<file path="config.mk">
export PLATFORM = sky130hd
export DESIGN_NAME = sdr_powerup_seq
export DESIGN_NICKNAME = d
export VERILOG_FILES = /design/src/rtl/sdr_init_pkg.sv /design/src/rtl/sdr_wait_timer.sv /design/src/rtl/sdr_mode_word.sv /design/src/rtl/sdr_cmd_reg.sv /design/src/rtl/sdr_powerup_seq.sv
export SDC_FILE = /design/constraint.sdc
export NUM_CORES = 1
export LEC_CHECK = 0
export BUFFER_PORTS_ARGS = -buffer_cell sky130_fd_sc_hd__buf_4
export CAP_MARGIN = 5
export CELL_PAD_IN_SITES_DETAIL_PLACEMENT = 0
export CELL_PAD_IN_SITES_GLOBAL_PLACEMENT = 1
export CORE_MARGIN = 3
export CORE_UTILIZATION = 40
export CTS_BUF_LIST = sky130_fd_sc_hd__clkbuf_4 sky130_fd_sc_hd__clkbuf_8
export DETAILED_ROUTE_END_ITERATION = 6
export GPL_TIMING_DRIVEN = 1
export PLACE_DENSITY_LB_ADDON = 0.12
export SYNTH_ARGS = -nofsm -noshare
export SYNTH_HDL_FRONTEND = slang
export SYNTH_HIERARCHICAL = 1
export SYNTH_SLANG_ARGS = --single-unit
</file>
<file path="constraint.sdc">
create_clock -name clk -period 2.4 [get_ports clk]
set_input_delay 0.48 -clock clk [delete_from_list [all_inputs] [get_ports clk]]
set_output_delay 0.48 -clock clk [all_outputs]
set_load 0.01 [all_outputs]
</file>
<file path="src/rtl/sdr_init_pkg.sv">
package sdr_init_pkg;

    typedef struct packed {
        logic cs_n;
        logic ras_n;
        logic cas_n;
        logic we_n;
    } sdr_cmd_t;

    localparam sdr_cmd_t CMD_NOP  = '{cs_n: 1'b0, ras_n: 1'b1, cas_n: 1'b1, we_n: 1'b1};
    localparam sdr_cmd_t CMD_PRE  = '{cs_n: 1'b0, ras_n: 1'b0, cas_n: 1'b1, we_n: 1'b0};
    localparam sdr_cmd_t CMD_REF  = '{cs_n: 1'b0, ras_n: 1'b0, cas_n: 1'b0, we_n: 1'b1};
    localparam sdr_cmd_t CMD_LMR  = '{cs_n: 1'b0, ras_n: 1'b0, cas_n: 1'b0, we_n: 1'b0};

    typedef enum logic [2:0] {
        PH_POWERUP,
        PH_PRECHG,
        PH_REFRESH,
        PH_MODE,
        PH_READY,
        PH_FAULT
    } sdr_phase_e;

    // Round a delay in ns up to whole clocks, never below one.
    function automatic int ns_to_clk(input int ns, input int mhz);
        int c;
        c = (ns * mhz + 999) / 1000;
        if (c < 1) c = 1;
        return c;
    endfunction

    // Legal CAS latency and burst length codes.
    function automatic logic mode_legal(input logic [2:0] bl, input logic bt,
                                        input logic [2:0] cl);
        logic cl_ok, bl_ok;
        cl_ok = (cl == 3'd2) || (cl == 3'd3);
        bl_ok = (bl <= 3'd3) || ((bl == 3'd7) && !bt);
        return cl_ok && bl_ok;
    endfunction

endpackage

</file>
<file path="src/rtl/sdr_wait_timer.sv">
module sdr_wait_timer #(
    parameter int W         = 8,
    parameter int RESET_VAL = 1
) (
    input  logic         clk,
    input  logic         rst,
    input  logic         load,
    input  logic [W-1:0] load_val,
    output logic         expired
);
    logic [W-1:0] count;

    always_ff @(posedge clk) begin
        if (rst)
            count <= W'(RESET_VAL);
        else if (load)
            count <= load_val;
        else if (count != '0)
            count <= count - 1'b1;
    end

    assign expired = (count == '0);
endmodule

</file>
<file path="src/rtl/sdr_mode_word.sv">
module sdr_mode_word
    import sdr_init_pkg::*;
#(
    parameter int ADDR_W = 12
) (
    input  logic [2:0]        bl,
    input  logic              bt,
    input  logic [2:0]        cl,
    input  logic              wb,
    output logic [ADDR_W-1:0] word,
    output logic              legal
);
    always_comb begin
        word      = '0;
        word[2:0] = bl;
        word[3]   = bt;
        word[6:4] = cl;
        word[9]   = wb;
        legal     = mode_legal(bl, bt, cl);
    end
endmodule

</file>
<file path="src/rtl/sdr_cmd_reg.sv">
module sdr_cmd_reg
    import sdr_init_pkg::*;
#(
    parameter int ADDR_W = 12,
    parameter int BA_W   = 2
) (
    input  logic              clk,
    input  logic              rst,
    input  sdr_cmd_t          cmd_d,
    input  logic [ADDR_W-1:0] addr_d,
    output sdr_cmd_t          cmd_q,
    output logic [ADDR_W-1:0] addr_q,
    output logic [BA_W-1:0]   ba_q,
    output logic              cke_q
);
    always_ff @(posedge clk) begin
        if (rst) begin
            cmd_q  <= CMD_NOP;
            addr_q <= '0;
            ba_q   <= '0;
            cke_q  <= 1'b1;
        end else begin
            cmd_q  <= cmd_d;
            addr_q <= addr_d;
            ba_q   <= '0;
            cke_q  <= 1'b1;
        end
    end
endmodule

</file>
<file path="src/rtl/sdr_powerup_seq.sv">
module sdr_powerup_seq
    import sdr_init_pkg::*;
#(
    parameter int CLK_MHZ     = 100,
    parameter int T_INIT_NS   = 100000,
    parameter int T_RP_NS     = 20,
    parameter int T_RFC_NS    = 70,
    parameter int MRD_CK      = 2,
    parameter int NUM_REFRESH = 2,
    parameter int ADDR_W      = 12,
    parameter int BA_W        = 2
) (
    input  logic              clk,
    input  logic              rst,
    input  logic [2:0]        cfg_burst_len,
    input  logic              cfg_interleave,
    input  logic [2:0]        cfg_cas_lat,
    input  logic              cfg_single_wr,
    output logic              sd_cke,
    output logic              sd_cs_n,
    output logic              sd_ras_n,
    output logic              sd_cas_n,
    output logic              sd_we_n,
    output logic [ADDR_W-1:0] sd_addr,
    output logic [BA_W-1:0]   sd_ba,
    output logic              init_done,
    output logic              cfg_error
);
    localparam int INIT_CK = ns_to_clk(T_INIT_NS, CLK_MHZ);
    localparam int TRP_CK  = ns_to_clk(T_RP_NS, CLK_MHZ);
    localparam int TRFC_CK = ns_to_clk(T_RFC_NS, CLK_MHZ);
    localparam int MAX_CK  = (INIT_CK > TRFC_CK) ? INIT_CK : TRFC_CK;
    localparam int TW      = $clog2(MAX_CK + MRD_CK + TRP_CK + 1);
    localparam int RCW     = $clog2(NUM_REFRESH + 1);

    sdr_phase_e        phase, phase_nxt;
    logic [RCW-1:0]    ref_cnt, ref_cnt_nxt;
    logic              done_nxt, err_nxt;
    logic              tmr_load, tmr_zero;
    logic [TW-1:0]     tmr_val;
    sdr_cmd_t          cmd_nxt, cmd_q;
    logic [ADDR_W-1:0] addr_nxt;
    logic [ADDR_W-1:0] mode_word;
    logic              mode_ok;

    sdr_wait_timer #(.W(TW), .RESET_VAL(INIT_CK)) u_timer (
        .clk(clk), .rst(rst), .load(tmr_load), .load_val(tmr_val), .expired(tmr_zero)
    );

    sdr_mode_word #(.ADDR_W(ADDR_W)) u_mode (
        .bl(cfg_burst_len), .bt(cfg_interleave), .cl(cfg_cas_lat),
        .wb(cfg_single_wr), .word(mode_word), .legal(mode_ok)
    );

    always_comb begin
        phase_nxt   = phase;
        ref_cnt_nxt = ref_cnt;
        done_nxt    = init_done;
        err_nxt     = cfg_error;
        tmr_load    = 1'b0;
        tmr_val     = '0;
        cmd_nxt     = CMD_NOP;
        addr_nxt    = '0;
        if (tmr_zero) begin
            unique case (phase)
                PH_POWERUP: begin
                    cmd_nxt      = CMD_PRE;
                    addr_nxt[10] = 1'b1;
                    phase_nxt    = PH_PRECHG;
                    tmr_load     = 1'b1;
                    tmr_val      = TW'(TRP_CK - 1);
                end
                PH_PRECHG, PH_REFRESH: begin
                    if (phase == PH_PRECHG || ref_cnt < RCW'(NUM_REFRESH)) begin
                        cmd_nxt     = CMD_REF;
                        phase_nxt   = PH_REFRESH;
                        ref_cnt_nxt = (phase == PH_PRECHG) ? RCW'(1) : ref_cnt + 1'b1;
                        tmr_load    = 1'b1;
                        tmr_val     = TW'(TRFC_CK - 1);
                    end else if (mode_ok) begin
                        cmd_nxt   = CMD_LMR;
                        addr_nxt  = mode_word;
                        phase_nxt = PH_MODE;
                        tmr_load  = 1'b1;
                        tmr_val   = TW'(MRD_CK - 1);
                    end else begin
                        phase_nxt = PH_FAULT;
                        err_nxt   = 1'b1;
                    end
                end
                PH_MODE: begin
                    phase_nxt = PH_READY;
                    done_nxt  = 1'b1;
                end
                default: ;
            endcase
        end
    end

    always_ff @(posedge clk) begin
        if (rst) begin
            phase     <= PH_POWERUP;
            ref_cnt   <= '0;
            init_done <= 1'b0;
            cfg_error <= 1'b0;
        end else begin
            phase     <= phase_nxt;
            ref_cnt   <= ref_cnt_nxt;
            init_done <= done_nxt;
            cfg_error <= err_nxt;
        end
    end

    sdr_cmd_reg #(.ADDR_W(ADDR_W), .BA_W(BA_W)) u_out (
        .clk(clk), .rst(rst), .cmd_d(cmd_nxt), .addr_d(addr_nxt),
        .cmd_q(cmd_q), .addr_q(sd_addr), .ba_q(sd_ba), .cke_q(sd_cke)
    );

    assign sd_cs_n  = cmd_q.cs_n;
    assign sd_ras_n = cmd_q.ras_n;
    assign sd_cas_n = cmd_q.cas_n;
    assign sd_we_n  = cmd_q.we_n;

    // Assertions
    logic [3:0] bus_cmd;
    assign bus_cmd = {sd_cs_n, sd_ras_n, sd_cas_n, sd_we_n};

    assert_legal_cmd_R2: assert property (@(posedge clk) disable iff (rst)
        (bus_cmd == 4'b0111 || bus_cmd == 4'b0010 || bus_cmd == 4'b0001 || bus_cmd == 4'b0000));

    assert_pre_all_banks_R3: assert property (@(posedge clk) disable iff (rst)
        (bus_cmd == 4'b0010) |-> sd_addr[10]);

    assert_lmr_reserved_zero_R5: assert property (@(posedge clk) disable iff (rst)
        (bus_cmd == 4'b0000) |-> (sd_addr[11:10] == 2'b00 && sd_addr[8:7] == 2'b00
                                  && (sd_addr[6:4] == 3'd2 || sd_addr[6:4] == 3'd3)));

    assert_lmr_then_nop_R6: assert property (@(posedge clk) disable iff (rst)
        (bus_cmd == 4'b0000) |=> (bus_cmd == 4'b0111 && !init_done));

    assert_done_sticky_R6: assert property (@(posedge clk) disable iff (rst)
        init_done |=> (init_done && bus_cmd == 4'b0111));

    assert_err_excludes_done_R7: assert property (@(posedge clk) disable iff (rst)
        !(init_done && cfg_error));

    assert_err_quiet_R7: assert property (@(posedge clk) disable iff (rst)
        cfg_error |-> (bus_cmd == 4'b0111));
endmodule

</file>
== After elaboration in Yosys (flattened, before gate mapping) ==
Index checks and enable logic that the tools add are counted.

* Add/sub/neg operators: 2
* Magnitude comparators: 2
* Equality and inequality tests: 6
* Multiplexer cells: 19
* Bitwise operators: 4
* Reductions and logical operators: 19

{| class="wikitable"
|+ Operators by type and width
! operator !! number
|-
| two-way mux 14 bit || 2
|-
| two-way mux 3 bit || 6
|-
| logical NOT 14 bit || 1
|-
| nonzero test 14 bit || 1
|-
| subtractor 14 x 1 -> 14 bit (second input constant) || 1
|-
| equality test 3 x 2 -> 1 bit (second input constant) || 4
|-
| one-hot mux 3 bit (2 select lines) || 2
|-
| two-way mux 10 bit || 1
|-
| one-hot mux 3 bit (3 select lines) || 1
|-
| OR reduction 5 bit || 1
|-
| two-way mux 1 bit || 4
|-
| inverter 1 bit || 4
|-
| one-hot mux 1 bit (2 select lines) || 2
|-
| AND reduction 2 bit || 2
|-
| AND reduction 4 bit || 1
|-
| OR reduction 2 bit || 2
|-
| OR reduction 4 bit || 1
|-
| equality test 3 x 1 -> 1 bit (second input constant) || 1
|-
| equality test 3 bit (second input constant) || 1
|-
| less-or-equal comparator 3 x 2 -> 1 bit (second input constant) || 1
|-
| logical NOT 3 bit || 1
|-
| logical OR 1 bit || 3
|-
| AND reduction 3 bit || 1
|-
| nonzero test 3 bit || 1
|-
| 6 further kinds || 7
|}

* Register bits: 37
* Input port bits: 10
* Word-level logic and storage cells: 64

== Logic depth before layout (Yosys ltp) ==
* Depth in word-level cells: 9
* Gate-level depth with buffers: 12

== Cells and area by module ==
The synthesis kept the hierarchy.

{| class="wikitable"
|+ By module, submodules not included
! module !! instances !! cells each !! area each (um^2) !! seq. area each (um^2)
|-
| sdr_wait_timer || 1 || 97 || 833.3 || 280.3
|-
| sdr_powerup_seq || 1 || 65 || 510.5 || 140.1
|-
| sdr_cmd_reg || 1 || 38 || 467.9 || 320.3
|-
| sdr_mode_word || 1 || 16 || 112.6 || 0.0
|}

== Worst setup path after synthesis ==
OpenSTA, ideal clock, no wires.

* Kind: flip-flop to flip-flop
* Start: reg u_timer.count[0]
* End: reg u_timer.count[13]
* Arrival time: 2.463 ns
* Required time: 2.278 ns
* Path slack: -0.185 ns
* Cell stages (with the launch flop): 11
* Buffers on the path: 1
* Clock period less this slack: 2.585 ns
* Cell sequence: dfxtp_1 inv_1 ha_1 or4b_1 nand4b_4 inv_2 nand2b_1 a21oi_1 clkbuf_1 inv_1 a311o_1

* Longest elaborated chain between the ends: 3
* Elaborated cells between the ends (all ways): 7
* Those cells by class: add/sub: 1; mux: 3; reduce/logical: 3

{| class="wikitable"
|+ RTL lines
! element !! line !! source
|-
| from (decl) || sdr_wait_timer.sv:11 || <nowiki>logic [W-1:0] count;</nowiki>
|-
| from (signal assigned) || sdr_wait_timer.sv:15 || <nowiki>count <= W'(RESET_VAL);</nowiki>
|-
| from (signal assigned) || sdr_wait_timer.sv:17 || <nowiki>count <= load_val;</nowiki>
|-
| from (signal assigned) || sdr_wait_timer.sv:19 || <nowiki>count <= count - 1'b1;</nowiki>
|-
| logical NOT 14 bit (*) || sdr_wait_timer.sv:22 || <nowiki>assign expired = (count == '0);</nowiki>
|-
| named net tmr_zero || sdr_powerup_seq.sv:39 || <nowiki>logic tmr_load, tmr_zero;</nowiki>
|-
| two-way mux 1 bit (*) || sdr_powerup_seq.sv:64 || <nowiki>if (tmr_zero) begin</nowiki>
|-
| named net tmr_load || sdr_powerup_seq.sv:39 ||
|-
| two-way mux 14 bit or nonzero test 2 bit (tied branches) || n/a ||
|}

Mark *: on every way through the listed nets, which the timed path passes. The rest lies on a longest branch. The select of a mux whose other input is x is not followed.
A chain may end at the register's enable or synchronous reset.

== Final worst setup path ==
* Start: reg u_timer.count[0]
* End: reg u_timer.count[8]

The elaborated chain is that of the path after synthesis.

==> results summary <==
The per-cell routed wire length came out at around 12 um. The post-place instance area is 2150 um^2. TritonCTS built the clock tree. The count of different cell masters after synthesis is 54. The maximum number of pins on one net before global-route repair came out at 41. In the global route stage, overall resource usage came out at 0.143.

The tightest min-delay check is of the flop to flop type. The total overflow left after global routing is 0. The clock period minus worst slack came out at roughly 2.2 ns.

The critical path is of the flop to flop type. The number of diodes is 0. The number of H-tree levels is 2. The floorplan step set the die width to about 75 um. Among all stages on the critical path, the largest delay is contributed by sky130_fd_sc_hd__or4b_4. The measured slew at the worst slew-check pin came out at around 0.5 ns. The most used flip-flop cell after synthesis is sky130_fd_sc_hd__dfxtp_1. The detailed-routing iteration count for the pre-antenna-repair pass came out at 4. The flow ran to the end, and the final reports show no timing, DRC or antenna violations. The summed instance area of the synthesized netlist came out at approximately 1900 um^2. After detailed routing, the number of remaining DRC violations is 0. The placeable core region came out at 4500 um^2. The number of global-route vias before repair came out at about 1,300. The worst-case clock buffer depth came out at 2. Walking the worst path, the cells encountered are inv_1, ha_1, or4b_4, nand4b_4, inv_2, nand2b_1, a21oi_2, buf_6, nor2_1, a221o_1. The register bit count reported by yosys came out at 37. The number of synthesis warnings came out at 6. The detailed-route via count is 1,505. The maximum achievable frequency is 0.447 GHz.

The initial core utilization is 0.427. The normalized max-slew margin is 0.663. Total power for the finished layout comes to about 0.0013 W. The cell class contributing the biggest share of worst-path delay is simple AND/OR/NAND/NOR gates. The number of enable-type register cells in the synthesized netlist is 0. In this run, the number of DRC markers left after iteration 0 of detailed routing was 32. The buffer count from post-CTS setup fixing is 0.

The capturing element type of the critical path is a flop. The number of sinks handled by clock tree synthesis is 37. The data required time of the worst path is between 2 and 3 ns. The area growth from synthesis to layout is 16.9%. The overall die height is between 70 and 80 um. The first global-routing pass estimated around 6100 um of wire.

The routed wire length came out at 3760 um. The total half-perimeter wirelength after legalization and detailed placement is approximately 2700 um. The post-placement setup slack is 0.0944 ns.

In the post-route analysis, the smallest setup slack over all paths is 0.164 ns. The later-pin clock latency in the skew report is roughly 0.28 ns. The net total in the final layout came out at roughly 260. The share of async-settable or async-resettable flops after synthesis came out at 0.

In this run the worst path has a maximum fanout of 18. The max capacitance violation total came out at 0. The final setup violation count came out at 0. Dividing the synthesized area by the synthesized cell count gives roughly 8.9 um^2. In this run the clock root is driven by a sky130_fd_sc_hd__clkbuf_8.

IR analysis of the VDD net gives a maximum drop of roughly 0.28 mV. The total die area is approximately 5700 um^2. The initial antenna violation count is 0. Synthesis handed over a netlist of roughly 220 instances. The number of buffers and inverters on the critical path is 3. The total CTS buffers came out at 5. The total count of max-transition violations in the final report came out at 0. In this run, post-CTS hold repair placed 0 buffers. In this design, the stage delay of the slowest critical-path cell is about 0.46 ns. Gates resized during post-CTS repair numbered 0. After detailed routing, the number of vias per cell comes to ~5. The share of the clock period used by the worst path came out at 0.932. The count of boundary I/O pins is 31. The count of buffers inserted at the top-level ports came out at 27.

After floorplanning, the core was divided into 24 placement rows. After routing the design area is 2250 um^2. The clock slew seen by the registers of the worst setup and hold paths came out at 0.07 ns.

The power per cell area is about 560 nW/um^2. Final hold analysis gives a worst-case slack of slightly below 0.5 ns. The layout cell share with drive strength beyond 1 came out at 0.230. The remaining antenna violation count is 0. The critical path launch point type is a flop. The hold violation total from the final report came to 0. The leakage dissipation is 0.980 nW. For the worst setup path, the data arrival time is approximately 2.4 ns. The worst setup skew after layout is approximately 0.0048 ns.

Setup repair after global routing left no endpoint under its margin. The weighted congestion reported at the end of routability-driven placement is roughly 0.78. For this run, the register share of the synthesized area comes to 0.385.
power breakdown:
part / internal [W] / total (W) / switching [W]
clock: 0.000240 / 0.000443 / 0.000203
sequential: 0.000636 / 0.000666 / 0.0000297
combinational: 0.0000734 / 0.000156 / 0.0000825
total: 0.000949 / 0.00126 / 0.000315
worst min-delay path: stages (launching register included):
cell and delay (ns):
sky130_fd_sc_hd__dfxtp_1 0.33, sky130_fd_sc_hd__a31oi_1 0.04, sky130_fd_sc_hd__nor2_1 0.07
flip-flops by register name (all words and copies together) (netlist names):
signal and cells:
u_timer/count 14, u_out/addr_q 12, u_out/cmd_q 4, phase 3, ref_cnt 2, cfg_error 1, init_done 1
per-layer routing:
layer	wire (um)	GRT usage	up-vias
met5	0	0	-
li1	-	-	786
met1	1810	0.195	683
met3	181	0.0488	5
met2	1720	0.209	31
met4	53	0.0524	0
cell families after synthesis:
family / after synthesis / synth area share
AO/OA/AOI/OAI: 43 / 0.164
XOR/XNOR: 5 / 0.0228
adder cells (fa/ha/maj): 1 / 0.00650
buffers and inverters: 38 / 0.125
flip-flops: 37 / 0.385
multiplexers: 2 / 0.0104
other: 4 / 0.00780
AND/OR/NAND/NOR: 86 / 0.278
synthesized netlist by cell type (5+ instances only):
library cell              count  area share
sky130_fd_sc_hd__and2b_1      7       0.027
sky130_fd_sc_hd__nor2_1      11       0.021
sky130_fd_sc_hd__a31oi_1      5       0.016
sky130_fd_sc_hd__inv_1       10       0.020
sky130_fd_sc_hd__nor3_1       6       0.016
sky130_fd_sc_hd__dfxtp_1     37        0.38
sky130_fd_sc_hd__a21oi_1      8       0.021
sky130_fd_sc_hd__buf_4       15       0.059
sky130_fd_sc_hd__nor2b_1     10       0.033
sky130_fd_sc_hd__buf_6        5       0.029
sky130_fd_sc_hd__nand2_1      8       0.016
sky130_fd_sc_hd__and2_1      11       0.036
sky130_fd_sc_hd__or2_1        5       0.016
cell usage in the layout (no fill, tap or decap), types with 2 or more instances in the layout:
cell type / instances
sky130_fd_sc_hd__a21o_1: 3
sky130_fd_sc_hd__a21oi_1: 7
sky130_fd_sc_hd__a221o_1: 3
sky130_fd_sc_hd__a221oi_1: 3
sky130_fd_sc_hd__a311o_1: 2
sky130_fd_sc_hd__a311oi_1: 2
sky130_fd_sc_hd__a31oi_1: 5
sky130_fd_sc_hd__and2_1: 11
sky130_fd_sc_hd__and2b_1: 7
sky130_fd_sc_hd__buf_4: 38
sky130_fd_sc_hd__clkbuf_4: 3
sky130_fd_sc_hd__clkbuf_8: 5
sky130_fd_sc_hd__conb_1: 19
sky130_fd_sc_hd__dfxtp_1: 37
sky130_fd_sc_hd__inv_1: 10
sky130_fd_sc_hd__inv_2: 2
sky130_fd_sc_hd__mux2i_1: 2
sky130_fd_sc_hd__nand2_1: 8
sky130_fd_sc_hd__nand2b_1: 4
sky130_fd_sc_hd__nand3_1: 3
sky130_fd_sc_hd__nand4_1: 2
sky130_fd_sc_hd__nor2_1: 11
sky130_fd_sc_hd__nor2b_1: 10
sky130_fd_sc_hd__nor3_1: 5
sky130_fd_sc_hd__nor4_1: 4
sky130_fd_sc_hd__o211ai_1: 2
sky130_fd_sc_hd__o21ai_1: 3
sky130_fd_sc_hd__o22ai_1: 3
sky130_fd_sc_hd__o31ai_1: 2
sky130_fd_sc_hd__or2_1: 5
sky130_fd_sc_hd__or3_1: 4
sky130_fd_sc_hd__xnor2_1: 2
sky130_fd_sc_hd__xor2_1: 3
area by class of cell:
cell class              instances  area [um^2]
fillers                       455         2250
multi-input cells             156         1010
flip-flops and latches         37          741
repair buffers                 39          297
clock buffers                   8         91.3
well taps                      52         65.1
inverters                      12         45.0
worst paths after layout:
| check | start | end | slack [ns] | depth (start not counted) |
|---|---|---|---|---|
| worst max-delay path | u_timer/count[0] | u_timer/count[8] | 0.16 | 10 |
| worst min-delay path | cfg_error | cfg_error | 0.48 | 2 |
| worst max register to register | u_timer/count[0] | u_timer/count[8] | 0.16 | 10 |
| worst min register to register | cfg_error | cfg_error | 0.48 | 2 |
per-stage QoR:
| step | TNS, ns | std cells | util |
|---|---|---|---|
| 2_1_floorplan | -0.0286 | 231 | - |
| 3_3_place_gp | 0 | 296 | 0.476 |
| 3_5_place_dp | 0 | 296 | 0.476 |
| 4_1_cts | 0 | 304 | 0.497 |
| 5_1_grt | 0 | 304 | 0.499 |
| 6_report | 0 | 304 | 0.499 |
Power figures use the tool's default switching activity.
